### src/rtl/swr_pkg.sv
package swr_pkg;

    // Response codes: the bus is inactive-high, so all-ones means idle.
    typedef enum logic [2:0] {
        RSP_NORMAL = 3'b100,
        RSP_IWB    = 3'b101,
        RSP_NODATA = 3'b110,
        RSP_IDLE   = 3'b111
    } rsp_code_e;

    typedef enum logic [1:0] {
        ST_IDLE,
        ST_TRDY,
        ST_RESP
    } seq_st_e;

    // One outstanding transaction.
    typedef struct packed {
        logic is_wr;
        logic snooped;
        logic hitm;
    } txn_ent_t;

endpackage

### src/rtl/swr_tracker.sv
// Holds issued requests in order until their snoop results are known.
// DEPTH must be a power of two, at least 2.
module swr_tracker
    import swr_pkg::*;
#(
    parameter int DEPTH = 4
) (
    input  logic clk,
    input  logic rst_n,
    input  logic req_valid,
    input  logic req_is_wr,
    input  logic snoop_valid,
    input  logic snoop_hitm,
    input  logic pop,
    output logic head_ready,
    output logic head_is_wr,
    output logic head_hitm
);

    localparam int PW = $clog2(DEPTH);
    localparam logic [PW:0] FULL_CNT = (PW+1)'(DEPTH);

    typedef struct packed {
        txn_ent_t [DEPTH-1:0] ent;
        logic [PW-1:0]        wr_ptr;
        logic [PW-1:0]        rd_ptr;
        logic [PW-1:0]        sn_ptr;
        logic [PW:0]          used;
        logic [PW:0]          snooped;
    } trk_t;

    trk_t q, d;
    logic acc_req, acc_snp, do_pop;

    always_comb begin
        d       = q;
        acc_req = req_valid && (q.used < FULL_CNT);
        acc_snp = snoop_valid && (q.snooped < q.used);
        do_pop  = pop && head_ready;

        if (acc_req) begin
            d.ent[q.wr_ptr] = '{is_wr: req_is_wr, snooped: 1'b0, hitm: 1'b0};
            d.wr_ptr        = q.wr_ptr + 1'b1;
        end
        if (acc_snp) begin
            d.ent[q.sn_ptr].snooped = 1'b1;
            d.ent[q.sn_ptr].hitm    = snoop_hitm;
            d.sn_ptr                = q.sn_ptr + 1'b1;
        end
        if (do_pop) begin
            d.ent[q.rd_ptr].snooped = 1'b0;
            d.rd_ptr                = q.rd_ptr + 1'b1;
        end
        d.used    = q.used + (PW+1)'(acc_req) - (PW+1)'(do_pop);
        d.snooped = q.snooped + (PW+1)'(acc_snp) - (PW+1)'(do_pop);
    end

    always_ff @(posedge clk) begin
        if (!rst_n) q <= '0;
        else        q <= d;
    end

    assign head_ready = (q.snooped != '0);
    assign head_is_wr = q.ent[q.rd_ptr].is_wr;
    assign head_hitm  = q.ent[q.rd_ptr].hitm;

endmodule

### src/rtl/swr_resp_fsm.sv
// Target-ready handshake and response-phase sequencing for the oldest
// fully-snooped transaction.
module swr_resp_fsm
    import swr_pkg::*;
#(
    parameter int HOLD_TRDY = 0
) (
    input  logic       clk,
    input  logic       rst_n,
    input  logic       head_ready,
    input  logic       head_is_wr,
    input  logic       head_hitm,
    input  logic       data_busy,
    input  logic       prev_done,
    output logic       pop,
    output logic       tgt_rdy,
    output logic [2:0] resp_code,
    output logic       resp_valid,
    output logic       data_drive
);

    typedef struct packed {
        seq_st_e   st;
        logic      trdy;
        logic      wb;
        rsp_code_e rs;
        logic      rsv;
        logic      drv;
    } fsm_t;

    fsm_t q, d;
    logic keep_trdy;

    // Choose whether the strobe drops after the handshake or stays up
    // through the response cycle.
    generate
        if (HOLD_TRDY != 0) begin : g_hold
            assign keep_trdy = 1'b1;
        end else begin : g_drop
            assign keep_trdy = 1'b0;
        end
    endgenerate

    always_comb begin
        d     = q;
        pop   = 1'b0;
        d.rs  = RSP_IDLE;
        d.rsv = 1'b0;
        d.drv = 1'b0;
        unique case (q.st)
            ST_IDLE: begin
                if (head_ready) begin
                    if (head_is_wr) begin
                        d.st   = ST_TRDY;
                        d.trdy = 1'b1;
                        d.wb   = 1'b0;
                    end else if (head_hitm) begin
                        if (prev_done) begin
                            d.st   = ST_TRDY;
                            d.trdy = 1'b1;
                            d.wb   = 1'b1;
                        end
                    end else begin
                        pop   = 1'b1;
                        d.st  = ST_RESP;
                        d.rs  = RSP_NORMAL;
                        d.rsv = 1'b1;
                    end
                end
            end
            ST_TRDY: begin
                if (!data_busy) begin
                    pop    = 1'b1;
                    d.st   = ST_RESP;
                    d.rs   = q.wb ? RSP_IWB : RSP_NODATA;
                    d.rsv  = 1'b1;
                    d.drv  = q.wb;
                    d.trdy = keep_trdy;
                end
            end
            ST_RESP: begin
                d.st   = ST_IDLE;
                d.trdy = 1'b0;
                d.wb   = 1'b0;
            end
            default: d.st = ST_IDLE;
        endcase
    end

    always_ff @(posedge clk) begin
        if (!rst_n) begin
            q    <= '0;
            q.st <= ST_IDLE;
            q.rs <= RSP_IDLE;
        end else begin
            q <= d;
        end
    end

    assign tgt_rdy    = q.trdy;
    assign resp_code  = q.rs;
    assign resp_valid = q.rsv;
    assign data_drive = q.drv;

endmodule

### src/rtl/snoop_wb_resp_seq.sv
module snoop_wb_resp_seq
    import swr_pkg::*;
#(
    parameter int DEPTH     = 4,
    parameter int HOLD_TRDY = 0
) (
    input  logic       clk,
    input  logic       rst_n,
    input  logic       req_valid,
    input  logic       req_is_write,
    input  logic       snoop_valid,
    input  logic       snoop_hit_dirty,
    input  logic       data_busy,
    input  logic       prev_resp_done,
    output logic       tgt_rdy,
    output logic [2:0] resp_code,
    output logic       resp_valid,
    output logic       wb_data_drive
);

    logic head_ready, head_is_wr, head_hitm, pop;

    swr_tracker #(.DEPTH(DEPTH)) u_trk (
        .clk        (clk),
        .rst_n      (rst_n),
        .req_valid  (req_valid),
        .req_is_wr  (req_is_write),
        .snoop_valid(snoop_valid),
        .snoop_hitm (snoop_hit_dirty),
        .pop        (pop),
        .head_ready (head_ready),
        .head_is_wr (head_is_wr),
        .head_hitm  (head_hitm)
    );

    swr_resp_fsm #(.HOLD_TRDY(HOLD_TRDY)) u_fsm (
        .clk       (clk),
        .rst_n     (rst_n),
        .head_ready(head_ready),
        .head_is_wr(head_is_wr),
        .head_hitm (head_hitm),
        .data_busy (data_busy),
        .prev_done (prev_resp_done),
        .pop       (pop),
        .tgt_rdy   (tgt_rdy),
        .resp_code (resp_code),
        .resp_valid(resp_valid),
        .data_drive(wb_data_drive)
    );

endmodule

### config.mk
export PLATFORM = sky130hd
export DESIGN_NAME = snoop_wb_resp_seq
export DESIGN_NICKNAME = d
export VERILOG_FILES = /design/src/rtl/swr_pkg.sv /design/src/rtl/swr_tracker.sv /design/src/rtl/swr_resp_fsm.sv /design/src/rtl/snoop_wb_resp_seq.sv
export SDC_FILE = /design/constraint.sdc
export NUM_CORES = 1
export LEC_CHECK = 0
export BUFFER_PORTS_ARGS = -buffer_cell sky130_fd_sc_hd__buf_2
export CAP_MARGIN = 15
export CORE_MARGIN = 5
export CORE_UTILIZATION = 45
export DETAILED_ROUTE_END_ITERATION = 16
export HOLD_SLACK_MARGIN = 0.12
export PLACE_DENSITY = 0.6
export REMOVE_ABC_BUFFERS = 1
export SETUP_SLACK_MARGIN = 0.02
export SLEW_MARGIN = 25
export SYNTH_ARGS = -nofsm -noshare
export SYNTH_HDL_FRONTEND = slang
export SYNTH_SLANG_ARGS = --single-unit
### constraint.sdc
create_clock -name clk -period 3.7 [get_ports clk]
set_input_delay 1.11 -clock clk [delete_from_list [all_inputs] [get_ports clk]]
set_output_delay 1.11 -clock clk [all_outputs]
set_load 0.1 [all_outputs]
==> results of run 1 <==
-- stage by stage --
step	cells	power (mW)	hold slack [ns]	util	instance area, um^2
after floorplan	170	1.04	0.440	-	1560
after global placement	230	1.16	0.454	0.496	1700
after detailed placement	230	1.18	0.457	0.496	1700
after CTS	233	1.32	0.477	0.503	1720
after global routing	233	1.43	0.503	0.503	1720
final	233	1.30	0.473	0.503	1720
-- critical path, stage by stage (launching register included) --
cell and delay (ns):
dfxtp_1 0.46, mux4_2 0.60, o32a_4 0.39, nor2_2 0.16, ha_1 0.26, inv_1 0.06
ha_1 0.14, inv_1 0.05, fa_1 0.37, xnor2_1 0.14, xnor2_1 0.12, and2_1 0.15
-- logic make-up after synthesis --
family / count (synthesis) / synth area share
and+or+nand+nor: 54 / 0.176
AOI/OAI and AO/OA: 38 / 0.159
DFF: 28 / 0.347
buffers and inverters: 27 / 0.0751
adders and majority gates: 19 / 0.156
xor gates and xnor gates: 8 / 0.0433
muxes: 4 / 0.0410
other: 1 / 0.00232
-- routing by layer --
metal	wire (um)	GRT usage
met1	1300	0.146
met4	21	0.0447
met5	0	0
met3	88	0.0215
met2	1390	0.222
-- worst min path at each step --
stage	endpoint	slack (ns)	depth (start not counted)
after global routing	flop	0.50	2
after global placement	flop	0.45	2
after floorplan	flop	0.44	2
final	flop	0.47	2
after CTS	flop	0.48	2
after detailed placement	flop	0.46	2
-- layout by cell type (no fill, tap or decap), types with 6 or more instances in the layout --
| master | Yosys | final |
|---|---|---|
| a21oi_1 | 11 | 11 |
| and2_1 | 8 | 8 |
| ha_1 | 17 | 17 |
| nand2_1 | 18 | 18 |
| dfxtp_1 | 28 | 28 |
| buf_2 | 1 | 12 |
| xnor2_1 | 6 | 6 |
| o21ai_0 | 6 | 6 |
| inv_1 | 18 | 18 |
-- cell type report --
| cell class | count | area, um^2 | area share |
|---|---|---|---|
| Sequential cell | 28 | 561 | 0.326 |
| Tap cell | 46 | 57.6 | 0.0335 |
| Inverter | 18 | 67.6 | 0.0393 |
| Timing Repair Buffer | 14 | 75.1 | 0.0437 |
| Clock buffer | 3 | 22.5 | 0.0131 |
| Multi-Input combinational cell | 124 | 935 | 0.544 |
-- power groups by stage --
| stage | Sequential (mW) | Combinational (mW) | Clock (mW) |
|---|---|---|---|
| final | 0.439 | 0.737 | 0.126 |
| after global placement | 0.444 | 0.714 | 0 |
| after CTS | 0.440 | 0.743 | 0.133 |
| after detailed placement | 0.447 | 0.737 | 0 |
| after global routing | 0.451 | 0.840 | 0.143 |
| after floorplan | 0.565 | 0.475 | 0 |
==> results.sh, run 1 <==
export IMPL_combPwrFrac=0.566
export IMPL_layout_min_cycle_time_ns=2.97
export IMPL_power_frac_seq=0.337
export IMPL_drt_pass1_iterations=4
export IMPL_cts_repair_resize_count=0
export IMPL_cp_arrival_ns=3.21
export IMPL_die_area_mm2=0.00489
export IMPL_drc=0
export IMPL_io_pins=14
export IMPL_cts_root_buf="clkbuf_4"
export IMPL_power_share_switching=0.453
export IMPL_netlist_area_mm2=0.00162
export IMPL_switching_power_mw=0.590
export IMPL_routed_via_density=5.09
export IMPL_r2r_setup_slack_ns=0.73
export IMPL_critical_path_required_ns=3.93
export IMPL_grt_pass1_vias=1195
export IMPL_worst_slew_pin_slew_ns=0.547
export IMPL_grtUsageTotal=0.124
export IMPL_drive_above_1_share=0.123
export IMPL_dr_total_vias=1186
export IMPL_setup_violations=0
export IMPL_nets=216
export IMPL_synth_commonest_cells="dfxtp_1, inv_1, nand2_1"
export IMPL_rsz0062_at_grt="no"
export IMPL_numClockSinks=28
export IMPL_period_share=0.804
export IMPL_synth_flop_cell="dfxtp_1"
export IMPL_preCtsSetupSlack_ns=0.691
export IMPL_grt_pass1_wl_um=5100
export IMPL_relSlewSlack=0.632
export IMPL_fill_cells=331
export IMPL_max_freq_mhz=336
export IMPL_hold_class="flop to flop"
export IMPL_synth_cells=179
export IMPL_place_hpwl_um=2120
export IMPL_die_x_um=69.9
export IMPL_ys_warn_count=0
export IMPL_worst_skew_pair_late_latency_ns=0.32
export IMPL_gp_congestion=0.915
export IMPL_hold_viol_final=0
export IMPL_die_height_um=69.9
export IMPL_worstReg2RegStart="u_trk.q[8]"
export IMPL_htreeDepth=1
export IMPL_fin_ws_ns=0.725
export IMPL_synth_most_common_cell="dfxtp_1"
export IMPL_crit_start="u_trk.q[8]"
export IMPL_wirelength_um=2800
export IMPL_grt_antenna_before_repair=0
export IMPL_critPathKind="flop to flop"
export IMPL_synth_seq_area_share=0.347
export IMPL_rr_endpoint="u_trk.q[2]"
export IMPL_area_growth_pct=6.27
export IMPL_grt_overflow=0
export IMPL_core_mm2=0.00342
export IMPL_power_internal_mw=0.712
export IMPL_status="finished, final reports clean"
export IMPL_synthTopCellsByArea="dfxtp_1, ha_1, inv_1"
export IMPL_synth_top_area_share=0.347
export IMPL_ys_async_sr_fraction=0
export IMPL_crit_end="u_trk.q[2]"
export IMPL_clk_pin_slew_worst_paths_ns=0.14
export IMPL_synth_edf_count=0
export IMPL_numPortBuffers=12
export IMPL_cts_tree="yes"
export IMPL_clkPwrFrac=0.097
export IMPL_powerDensity_mw_per_mm2=758
export IMPL_n_antenna_cell=0
export IMPL_cts_buffers=3
export IMPL_ys_seq_elements=28
export IMPL_ir_drop_mv=0.180
export IMPL_synth_cell_type_count=40
export IMPL_rows=21
export IMPL_grt_max_degree=30
export IMPL_reg2reg_depth=11
export IMPL_end_kind="flop"
export IMPL_syn_avg_cell_area_um2=9.03
export IMPL_drtAntennaViolNets=0
export IMPL_ctsHoldBuffers=0
export IMPL_crit_path_max_fanout=5
export IMPL_critPathLaunchType="flop"
export IMPL_cellLeakagePower_nw=0.717
export IMPL_slew_viol_final=0
export IMPL_fin_tns_setup_ns=0
export IMPL_yosys_area_top_type="dfxtp_1"
export IMPL_start_util=0.473
export IMPL_finalClockSkew_ns=0.00532
export IMPL_post_cts_buffers=0
export IMPL_clock_path_buffers=2
export IMPL_initialDrtViolationCount=38
export IMPL_wl_per_cell_um=12.0
export IMPL_drv_cap=0
Note: power is estimated with default switching activity, not from simulation.
==> run 2: changes to the inputs <==
--- a/config.mk
+++ b/config.mk
@@ -11,7 +11,7 @@
 export CORE_UTILIZATION = 45
 export DETAILED_ROUTE_END_ITERATION = 16
 export HOLD_SLACK_MARGIN = 0.12
-export PLACE_DENSITY = 0.6
+export PLACE_DENSITY = 0.62
 export REMOVE_ABC_BUFFERS = 1
 export SETUP_SLACK_MARGIN = 0.02
 export SLEW_MARGIN = 25
==> constraint.sdc (replaced) <==
create_clock -name clk -period 2.44 [get_ports clk]
set_input_delay 0.732 -clock clk [delete_from_list [all_inputs] [get_ports clk]]
set_output_delay 0.732 -clock clk [all_outputs]
set_load 0.1 [all_outputs]
==> results.sh, run 2 (synthesis gave the netlist of run 1 again) <==
export IMPL_status="finished, violations left"
export IMPL_violations="setup timing"
export IMPL_fill_cells=317
export IMPL_placed_area_mm2=0.00182
export IMPL_worstReg2RegStart="u_trk.q[8]"
export IMPL_r2r_setup_slack_ns=-0.29
export IMPL_period_share=1.12
export IMPL_hold_viol_final=0
export IMPL_drt_pass1_iterations=4
export IMPL_hold_class="flop to flop"
export IMPL_core_mm2=0.00342
export IMPL_numPortBuffers=12
export IMPL_wirelength_um=2970
export IMPL_die_x_um=69.9
export IMPL_finalClockSkew_ns=0.00315
export IMPL_total_power_mw=2.19
export IMPL_final_common_cell="dfxtp_1"
export IMPL_cp_slowest_cell="mux4_2"
export IMPL_crit_buf_inv=2
export IMPL_critPathLaunchType="flop"
export IMPL_final_cell_mix="dfxtp_1, buf_4, nand2_1"
export IMPL_dr_total_vias=1228
export IMPL_combPwrFrac=0.609
export IMPL_layout_min_cycle_time_ns=2.73
export IMPL_gp_congestion=0.856
export IMPL_max_freq_mhz=366
export IMPL_cts_buffers=3
export IMPL_multi_input_area_um2=955
export IMPL_area_sequential_um2=564
export IMPL_fin_tns_setup_ns=-0.703
export IMPL_critical_path_required_ns=2.68
export IMPL_ctsHoldBuffers=0
export IMPL_clock_path_buffers=2
export IMPL_initialDrtViolationCount=43
export IMPL_power_share_switching=0.435
export IMPL_wl_per_cell_um=11.8
export IMPL_fin_area_mm2=0.00188
export IMPL_start_util=0.473
export IMPL_power_frac_seq=0.303
export IMPL_numClockSinks=28
export IMPL_crit_path_max_fanout=3
export IMPL_slew_viol_final=0
export IMPL_place_hpwl_um=2330
export IMPL_relSlewSlack=0.665
export IMPL_worst_skew_pair_late_latency_ns=0.32
export IMPL_routed_via_density=4.89
export IMPL_io_pins=14
export IMPL_utilization=0.549
export IMPL_path_common_cell="xnor2_1"
export IMPL_power_internal_mw=1.24
export IMPL_clk_pin_slew_worst_paths_ns=0.14
export IMPL_worst_path_largest_cell_delay_ns=0.52
export IMPL_cts_root_buf="clkbuf_4"
export IMPL_powerDensity_mw_per_mm2=1170
export IMPL_crit_start="u_trk.q[8]"
export IMPL_n_antenna_cell=0
export IMPL_fin_ws_ns=-0.291
export IMPL_setup_violations=4
export IMPL_area_growth_pct=16.1
export IMPL_htreeDepth=1
export IMPL_cp_arrival_ns=2.97
export IMPL_grt_pass1_wl_um=5550
export IMPL_rows=21
export IMPL_cellLeakagePower_nw=0.807
export IMPL_drtAntennaViolNets=0
export IMPL_grtUsageTotal=0.136
export IMPL_path_cells="mux4_2, o32a_4, nor2_4, ha_1, inv_2, ha_2, inv_1, fa_2, xnor2_1, xnor2_1, and2_1"
export IMPL_grt_overflow=0
export IMPL_clkPwrFrac=0.088
export IMPL_drc=0
export IMPL_end_kind="flop"
export IMPL_nets=234
export IMPL_rsz0062_at_grt="yes"
export IMPL_worst_slew_pin_slew_ns=0.497
export IMPL_grt_antenna_before_repair=0
export IMPL_switching_power_mw=0.952
export IMPL_cts_tree="yes"
export IMPL_grt_pass1_vias=1276
export IMPL_die_height_um=69.9
export IMPL_drv_cap=0
export IMPL_grt_max_degree=20
export IMPL_crit_family="adder cells"
export IMPL_critPathKind="flop to flop"
export IMPL_ir_drop_mv=0.379
export IMPL_drive_above_1_share=0.229
export IMPL_die_area_mm2=0.00489
[run 2: worst reg2reg max path, cell delays in order (launching register included)]
cell and delay, ns:
dfxtp_4 0.39, mux4_2 0.52, o32a_4 0.39, nor2_4 0.10, ha_1 0.24, inv_2 0.06, ha_2 0.15, inv_1 0.04
fa_2 0.33, xnor2_1 0.14, xnor2_1 0.12, and2_1 0.15
[run 2: what timing repair did]
| item | CTS | global route |
|---|---|---|
| setup buffers | 1 | 1 |
| resized for setup | 4 | 4 |
| endpoints found under the setup margin | 4 | 4 |
| pin swaps | 3 | 2 |
| endpoints found under the hold margin | 0 | 0 |
[run 2: per-layer routing]
metal  GRT usage  share of wire  vias up
met3      0.0230          0.047        4
li1            -              -      649
met4      0.0468         0.0091        0
met2       0.232           0.48       25
met1       0.173           0.47      550
met5           0              0        -
[run 2: layout make-up]
| type | count | share of cell area |
|---|---|---|
| Clock buffer | 3 | 0.0120 |
| Inverter | 18 | 0.0360 |
| Multi-Input combinational cell | 124 | 0.509 |
| Sequential cell | 28 | 0.301 |
| Tap cell | 46 | 0.0307 |
| Timing Repair Buffer | 32 | 0.112 |
[run 2: final timing paths]
path / cells after the start / to
worst max-delay path: 11 / u_trk.q[2]
worst max register to register: 11 / u_trk.q[2]
worst min-delay path: 2 / flop
worst min register to register: 2 / flop
[run 2: power groups by stage]
stage	clock, mW	combinational [mW]	sequential, mW
final	0.193	1.33	0.665
after global routing	0.221	1.50	0.685
after CTS	0.204	1.30	0.663
after detailed placement	0	1.25	0.671
after global placement	0	1.21	0.667
after floorplan	0	0.720	0.856
[run 2: metrics by stage]
stage                     hold slack (ns)  setup WS (ns)  instances
after floorplan                     0.440         -0.376        170
final                               0.485         -0.291        251
after global routing                0.514         -0.414        251
after CTS                           0.487         -0.328        250
after detailed placement            0.467         -0.411        246
after global placement              0.459         -0.327        246
